==> src/rtl/usb_stall_pkg.sv <==
package usb_stall_pkg;
  localparam int REG_ADDR_W = 4;
  localparam logic [REG_ADDR_W-1:0] OFS_STALL = 4'h0;
  localparam logic [REG_ADDR_W-1:0] OFS_DMA   = 4'h4;
  localparam logic [REG_ADDR_W-1:0] OFS_CTRL  = 4'h8;
  localparam logic [REG_ADDR_W-1:0] OFS_IE    = 4'hC;

  // strobes from control to datapath
  typedef struct packed {
    logic wrStall;
    logic wrDma;
    logic wrCtrl;
    logic wrIe;
    logic ep0SetBlock;
  } regStrobe_t;
endpackage

==> src/rtl/usb_stall_ctrl.sv <==
module usb_stall_ctrl
  import usb_stall_pkg::*;
#(
  parameter int NUM_EP = 4,
  localparam int EP_IDX_W = $clog2(NUM_EP)
) (
  input  logic                  busSel,
  input  logic                  busWr,
  input  logic [REG_ADDR_W-1:0] busAddr,
  input  logic                  setupFlag,
  input  logic                  setupDecoded,
  input  logic                  stallDone,
  input  logic [EP_IDX_W-1:0]   stallDoneEp,
  input  logic                  autoClrEn,
  output regStrobe_t            strobe,
  output logic [NUM_EP-1:0]     clrMask
);
  logic wrAccess;

  assign wrAccess = busSel && busWr;

  always_comb begin
    strobe             = '0;
    strobe.wrStall     = wrAccess && (busAddr == OFS_STALL);
    strobe.wrDma       = wrAccess && (busAddr == OFS_DMA);
    strobe.wrCtrl      = wrAccess && (busAddr == OFS_CTRL);
    strobe.wrIe        = wrAccess && (busAddr == OFS_IE);
    strobe.ep0SetBlock = setupFlag;
  end

  // clear requests per endpoint; these take priority in the datapath
  for (genvar i = 0; i < NUM_EP; i++) begin : g_clr
    logic autoHit;
    assign autoHit = stallDone && autoClrEn && (stallDoneEp == EP_IDX_W'(i));
    if (i == 0) begin : g_ep0
      assign clrMask[i] = autoHit || setupDecoded;
    end else begin : g_epn
      assign clrMask[i] = autoHit;
    end
  end
endmodule

==> src/rtl/usb_stall_dp.sv <==
module usb_stall_dp
  import usb_stall_pkg::*;
#(
  parameter int NUM_EP = 4,
  parameter int DATA_W = 32,
  parameter int BANKS  = 2,
  localparam int EP_IDX_W = $clog2(NUM_EP)
) (
  input  logic                  clk,
  input  logic                  rstN,
  input  regStrobe_t            strobe,
  input  logic [NUM_EP-1:0]     clrMask,
  input  logic [NUM_EP-1:0]     wrBits,
  input  logic [REG_ADDR_W-1:0] busAddr,
  output logic [DATA_W-1:0]     busRdata,
  input  logic [EP_IDX_W-1:0]   hsQueryEp,
  output logic                  hsStall,
  output logic [NUM_EP-1:0]     stallOut,
  input  logic [BANKS-1:0]      ep1BankFull,
  input  logic [BANKS-1:0]      ep2BankEmpty,
  output logic                  ep1DmaReq,
  output logic                  ep2DmaReq,
  output logic                  ep1FullIrq,
  output logic                  ep2EmptyIrq,
  output logic                  autoClrEn
);
  logic [NUM_EP-1:0] stallQ;
  logic [1:0]        dmaEnQ;
  logic              ctrlQ;
  logic [1:0]        ieQ;
  logic              ep1HasData;
  logic              ep2HasRoom;

  for (genvar i = 0; i < NUM_EP; i++) begin : g_stall
    logic setBlocked;
    if (i == 0) begin : g_blk
      assign setBlocked = strobe.ep0SetBlock && wrBits[0];
    end else begin : g_noblk
      assign setBlocked = 1'b0;
    end
    always_ff @(posedge clk) begin
      if (!rstN)                              stallQ[i] <= 1'b0;
      else if (clrMask[i])                    stallQ[i] <= 1'b0;
      else if (strobe.wrStall && !setBlocked) stallQ[i] <= wrBits[i];
    end
  end

  always_ff @(posedge clk) begin
    if (!rstN) begin
      dmaEnQ <= '0;
      ctrlQ  <= 1'b0;
      ieQ    <= '0;
    end else begin
      if (strobe.wrDma)  dmaEnQ <= wrBits[1:0];
      if (strobe.wrCtrl) ctrlQ  <= wrBits[0];
      if (strobe.wrIe)   ieQ    <= wrBits[1:0];
    end
  end

  assign ep1HasData  = |ep1BankFull;
  assign ep2HasRoom  = |ep2BankEmpty;
  assign ep1DmaReq   = dmaEnQ[0] && ep1HasData;
  assign ep2DmaReq   = dmaEnQ[1] && ep2HasRoom;
  assign ep1FullIrq  = ieQ[0] && ep1HasData;
  assign ep2EmptyIrq = ieQ[1] && ep2HasRoom;

  assign stallOut  = stallQ;
  assign hsStall   = stallQ[hsQueryEp];
  assign autoClrEn = ctrlQ;

  always_comb begin
    busRdata = '0;
    case (busAddr)
      OFS_STALL: busRdata[NUM_EP-1:0] = stallQ;
      OFS_DMA:   busRdata[1:0]        = dmaEnQ;
      OFS_CTRL:  busRdata[0]          = ctrlQ;
      OFS_IE:    busRdata[1:0]        = ieQ;
      default:   busRdata             = '0;
    endcase
  end
endmodule

==> src/rtl/usb_ep_stall_dma.sv <==
module usb_ep_stall_dma
  import usb_stall_pkg::*;
#(
  parameter int NUM_EP = 4,
  parameter int DATA_W = 32,
  parameter int BANKS  = 2,
  localparam int EP_IDX_W = $clog2(NUM_EP)
) (
  input  logic                  clk,
  input  logic                  rstN,
  input  logic                  busSel,
  input  logic                  busWr,
  input  logic [REG_ADDR_W-1:0] busAddr,
  input  logic [DATA_W-1:0]     busWdata,
  output logic [DATA_W-1:0]     busRdata,
  input  logic                  setupFlag,
  input  logic                  setupDecoded,
  input  logic                  stallDone,
  input  logic [EP_IDX_W-1:0]   stallDoneEp,
  input  logic [EP_IDX_W-1:0]   hsQueryEp,
  output logic                  hsStall,
  output logic [NUM_EP-1:0]     stallOut,
  input  logic [BANKS-1:0]      ep1BankFull,
  input  logic [BANKS-1:0]      ep2BankEmpty,
  output logic                  ep1DmaReq,
  output logic                  ep2DmaReq,
  output logic                  ep1FullIrq,
  output logic                  ep2EmptyIrq
);
  regStrobe_t        strobe;
  logic [NUM_EP-1:0] clrMask;
  logic              autoClrEn;

  usb_stall_ctrl #(.NUM_EP(NUM_EP)) ctrl (
    .busSel(busSel), .busWr(busWr), .busAddr(busAddr),
    .setupFlag(setupFlag), .setupDecoded(setupDecoded),
    .stallDone(stallDone), .stallDoneEp(stallDoneEp),
    .autoClrEn(autoClrEn), .strobe(strobe), .clrMask(clrMask)
  );

  usb_stall_dp #(.NUM_EP(NUM_EP), .DATA_W(DATA_W), .BANKS(BANKS)) dp (
    .clk(clk), .rstN(rstN), .strobe(strobe), .clrMask(clrMask),
    .wrBits(busWdata[NUM_EP-1:0]), .busAddr(busAddr), .busRdata(busRdata),
    .hsQueryEp(hsQueryEp), .hsStall(hsStall), .stallOut(stallOut),
    .ep1BankFull(ep1BankFull), .ep2BankEmpty(ep2BankEmpty),
    .ep1DmaReq(ep1DmaReq), .ep2DmaReq(ep2DmaReq),
    .ep1FullIrq(ep1FullIrq), .ep2EmptyIrq(ep2EmptyIrq),
    .autoClrEn(autoClrEn)
  );
endmodule

==> config.mk <==
export PLATFORM = sky130hd
export DESIGN_NAME = usb_ep_stall_dma
export DESIGN_NICKNAME = d
export VERILOG_FILES = /design/src/rtl/usb_stall_pkg.sv /design/src/rtl/usb_stall_ctrl.sv /design/src/rtl/usb_stall_dp.sv /design/src/rtl/usb_ep_stall_dma.sv
export SDC_FILE = /design/constraint.sdc
export NUM_CORES = 1
export LEC_CHECK = 0
export BUFFER_PORTS_ARGS = -buffer_cell sky130_fd_sc_hd__buf_4
export CORE_MARGIN = 5
export CORE_UTILIZATION = 34
export DETAILED_ROUTE_END_ITERATION = 6
export HOLD_SLACK_MARGIN = 0.06
export PLACE_DENSITY_LB_ADDON = 0.3
export SYNTH_ARGS = -nofsm -noshare
export SYNTH_HDL_FRONTEND = slang
export SYNTH_HIERARCHICAL = 1
export SYNTH_SLANG_ARGS = --single-unit
export TNS_END_PERCENT = 10
==> constraint.sdc <==
create_clock -name clk -period 1.84 [get_ports clk]
set_input_delay 0.276 -clock clk [delete_from_list [all_inputs] [get_ports clk]]
set_output_delay 0.276 -clock clk [all_outputs]
set_load 0.03 [all_outputs]
=== Yosys cells after proc, flatten, opt, wreduce, memory -nomap -nowiden ===
Cells that the tools add are included.
W data, S select, Z words.

* Bitwise logic cells: 1
* Multiplexer cells: 5
* Equal/unequal tests: 6
* Magnitude comparators: 1
* Reductions and logical operators: 26

{| class="wikitable"
|+ Operators with widths
! operator !! number
|-
| $logic_and A1 B1 Y1 || 16
|-
| $reduce_or A2 Y1 || 6
|-
| $eq A4 B4 Y1 const B || 2
|-
| $eq A2 B2 Y1 const B || 2
|-
| $eq A4 B3 Y1 const B || 1
|-
| $logic_not A4 Y1 || 1
|-
| $pmux W1 S4 || 1
|-
| $lt A2 B3 Y1 const B || 1
|-
| $pmux W1 S3 || 1
|-
| $bmux W1 S2 || 1
|-
| $eq A2 B1 Y1 const B || 1
|-
| $logic_not A2 Y1 || 1
|-
| $mux W2 || 1
|-
| $logic_not A1 Y1 || 1
|-
| $logic_or A1 B1 Y1 || 1
|-
| $mux W1 || 1
|-
| $not A1 Y1 || 1
|}

* Word-level logic and storage cells: 46
* Input bits: 51
* Register bits: 9
* Output and inout port bits: 41

=== Longest topological paths before layout ===
* Depth after elaboration: 4
* Gate-level depth with buffers: 4
* Depth with buffers taken out: 4

=== Cells and area by module ===
The synthesis kept the hierarchy.

{| class="wikitable"
|+ By module, submodules not included
! module !! cells an instance !! times used !! sequential area each (µm²) !! area each (µm²)
|-
| usb_stall_dp || 72 || 1 || 180.2 || 698.2
|-
| usb_stall_ctrl || 18 || 1 || 0.0 || 131.4
|}

=== Worst setup path before layout ===
Ideal clock, no wire load.

* Path type: flip-flop to output port
* Start point: reg dp.stallQ[0] (netlist: dp/stallOut[0])
* End point: out busRdata[0]
* Arrival time: 1.224 ns
* Buffers on the path: 0
* Data required time: 1.564 ns
* Path slack: 0.340 ns
* Stages on the path, launching flop included: 3
* Cell sequence: dfxtp_1 mux4_2 nor3b_2

* Cells in the longest elaborated chain, start to end: 1

{| class="wikitable"
|+ Ends and longest elaborated chain
! what !! line !! text
|-
| from (decl) || usb_stall_dp.sv:27 || <nowiki>logic [NUM_EP-1:0] stallQ;</nowiki>
|-
| from (signal, indexed assignment) || usb_stall_dp.sv:44 || <nowiki>else if (strobe.wrStall && !setBlocked) stallQ[i] <= wrBits[i];</nowiki>
|-
| $pmux W1 S4 || usb_stall_dp.sv:73 || <nowiki>case (busAddr)</nowiki>
|-
| to (decl) || usb_ep_stall_dma.sv:15 || <nowiki>output logic [DATA_W-1:0] busRdata,</nowiki>
|}

Every way passes these cells.

=== Final worst setup path ===
* Start point: reg dp.ctrlQ (netlist: dp/autoClrEn)
* End point: out busRdata[0]

* Cells in the longest elaborated chain, start to end: 1

{| class="wikitable"
|+ Ends and longest elaborated chain
! what !! line !! text
|-
| from (decl) || usb_stall_dp.sv:29 || <nowiki>logic ctrlQ;</nowiki>
|-
| from (signal assigned) || usb_stall_dp.sv:55 || <nowiki>if (strobe.wrCtrl) ctrlQ <= wrBits[0];</nowiki>
|-
| $pmux W1 S4 || usb_stall_dp.sv:73 ||
|}

Every way passes these cells.

==> run_results.csv <==
group,metric,value,unit
clock_tree,path_clk_slew,0.06,ns
critical_path,path_delay_family,"multiplexers",
global_route,grt_first_pass_wirelength,2801,µm
critical_path,cp-start-kind,"register",
global_route,grt_overflow,0,
final_layout,nets,177,
logic_synthesis,postSynthAreaPerCell,9.217,µm²
logic_synthesis,ys_seq_area_share,21.72,%
clock_tree,cts_tree,"yes",
critical_path,cp_cell_sequence,"mux4_2 -> nor3b_2 -> buf_4",
sta,post-route-min-period,1.658,ns
final_layout,final_cell_mix,"36 x buf_4, 28 x conb_1, 9 x dfxtp_1",
detailed_routing,drc,0,
global_route,grt_pass1_vias,635,
worst_hold_path,hold_path_startpoint,"busWdata[1]",
clock_tree,root_buffer,"clkbuf_4",
detailed_routing,drt_iter0_drc,1,
floorplan,dieArea,3528,µm²
placement,port_buffers,35,
critical_path,crit_buf_inv,1,
global_route,antenna_found_initial,0,
worst_hold_path,hold_path_class,"primary input to register",
clock_tree,clk_path_buf_depth,2,
critical_path,rr_startpoint,"dp/autoClrEn",
detailed_routing,drt_wl_total,1802,µm
global_route,grt_max_degree,10,
clock_tree,cts.sinks,9,
pwr,power_density,492.4,nW/µm²
clock_tree,htreeDepth,1,
floorplan,start_util,36.45,%
floorplan,row_count,17,
final_layout,utilization,44.91,%
critical_path,required,1.56,ns
final_layout,final_common_cell,"buf_4",
sta,fmax,603.3,MHz
clock_tree,post_cts.repair.setup_buffers,0,
sta,rsz0062_at_grt,"no",
logic_synthesis,synth_cells,90,
clock_tree,numCtsBuffers,3,
detailed_routing,vias,642,
sta,worst_hold_slack,0.2996,ns
floorplan,core_area,2276,µm²
detailed_routing,routed_via_density,4.196,
critical_path,critPathMaxFanout,4,
status,status,"finished, final reports clean",
critical_path,crit_arrival,1.38,ns
job,cap_violations,0,
sta,timing.final.crit_share,90.09,%
critical_path,cpPeakStageDelay,0.45,ns
final_layout,area.growth.synth_to_final,23.23,%
floorplan,ios,92,
critical_path,critical_path.startpoint,"dp/autoClrEn",
sta,finalSetupViolations,0,
detailed_routing,drt-pass1-iter-count,3,
sta,fin_setup_tns,0,ns
clock_tree,clkLatencyLatePin,0.26,ns
critical_path,crit_slowest_cell,"mux4_2",
pwr,ir_worst_vdd,0.0002981,V
clock_tree,cts_resized,0,
floorplan,die_h,59.40,µm
logic_synthesis,synth.cell_area,829.5,µm²
logic_synthesis,ys_ff_latch,9,
final_layout,drive_gt1_share,37.60,%
detailed_routing,antenna_left,0,
clock_tree,holdBufCountCts,0,
sta,slew_violations,0,
placement,gp_congestion,0.7509,
sta,finClkSkew,0.0001108,ns
global_route,grt_usage,10.41,%
floorplan,die_x,59.40,µm
final_layout,diodes,0,
critical_path,worst-setup-path-type,"register to output port",
logic_synthesis,yosysWarningCount,6,
detailed_routing,wl_per_cell,11.78,µm
pwr,leakage,0.4656,nW
sta,hold_viol,0,
final_layout,fill_cells,234,
critical_path,worst_setup_path_end_kind,"output port",
logic_synthesis,ys_types,23,
cell usage after synthesis:
master	instances	share of area, %
nand2_1	2	0.91
nor3b_2	3	4.5
buf_4	32	29
nand3_1	1	0.60
nor2b_1	6	4.5
o21a_1	4	3.6
mux2_2	1	1.4
conb_1	1	0.45
nor2_1	3	1.4
nor4bb_1	1	1.2
nor4_1	1	0.75
and2_1	2	1.5
nand2b_1	1	0.75
nand4bb_4	1	3.3
nor3_1	3	1.8
inv_1	3	1.4
o2111a_1	1	1.4
o31ai_1	1	0.91
dfxtp_1	9	22
mux4_2	2	5.4
mux2i_1	8	9.7
a22o_2	1	1.2
nor3b_1	3	2.7
per-stage QoR:
stage               setup WS (ns)  cell area [µm²]  power, mW  std cells
floorplan                  0.3404            930.9     0.3441        117
global placement           0.3309            996.0     0.3500        149
detailed placement         0.3367            996.0     0.3517        149
CTS                        0.1634             1022     0.5083        153
global route               0.1437             1022     0.5271        153
finish                     0.1824             1022     0.5034        153
layer usage:
metal	GRT usage [%]	part of all wire [%]
met5	0	0
met1	11.47	37
met4	5.825	0.55
met2	18.72	52
met3	1.525	9.5
kinds of logic (layout without fill, tap and decap cells):
group / count (synthesis) / in the layout / synth area share [%]
buf+inv: 35 / 43 / 30.32
simple gates: 27 / 27 / 23.98
mux: 11 / 11 / 16.44
flops: 9 / 9 / 21.72
compound gates: 7 / 7 / 7.089
other cells: 1 / 28 / 0.4521
flip-flops by register name, indices dropped and copies added, names as in the netlist:
| register | count |
|---|---|
| dp/stallOut | 4 |
| dp/dmaEnQ | 2 |
| dp/ieQ | 2 |
| dp/autoClrEn | 1 |
area by class of cell:
type                    count  area, µm²  share of cell area (%)
repair buffers             36      270.3                   26.44
multi-input cells          73      499.2                   48.84
well taps                  28      35.03                   3.427
clock buffers               4      26.28                   2.570
flip-flops and latches      9      180.2                   17.63
inverters                   3      11.26                   1.102
report_power, final:
part | internal [mW] | switching (mW)
Sequential | 0.196 | 0.00135
Clock | 0.0837 | 0.0712
Combinational | 0.0454 | 0.106
Total | 0.325 | 0.178
worst min-delay path: stages:
cell and delay, ns:
buf_4 0.09, mux2i_1 0.06, nor2b_1 0.09
path summary, 6_finish.rpt:
path                            slack (ns)  cells after the start             end
worst max-delay path                  0.18                      3     busRdata[0]
worst min-delay path                  0.30                      3    dp/dmaEnQ[1]
worst max register to register        0.86                      4  dp/stallOut[0]
worst min register to register        0.54                      2    dp/dmaEnQ[1]
Note: power is estimated with default switching activity, not from simulation.
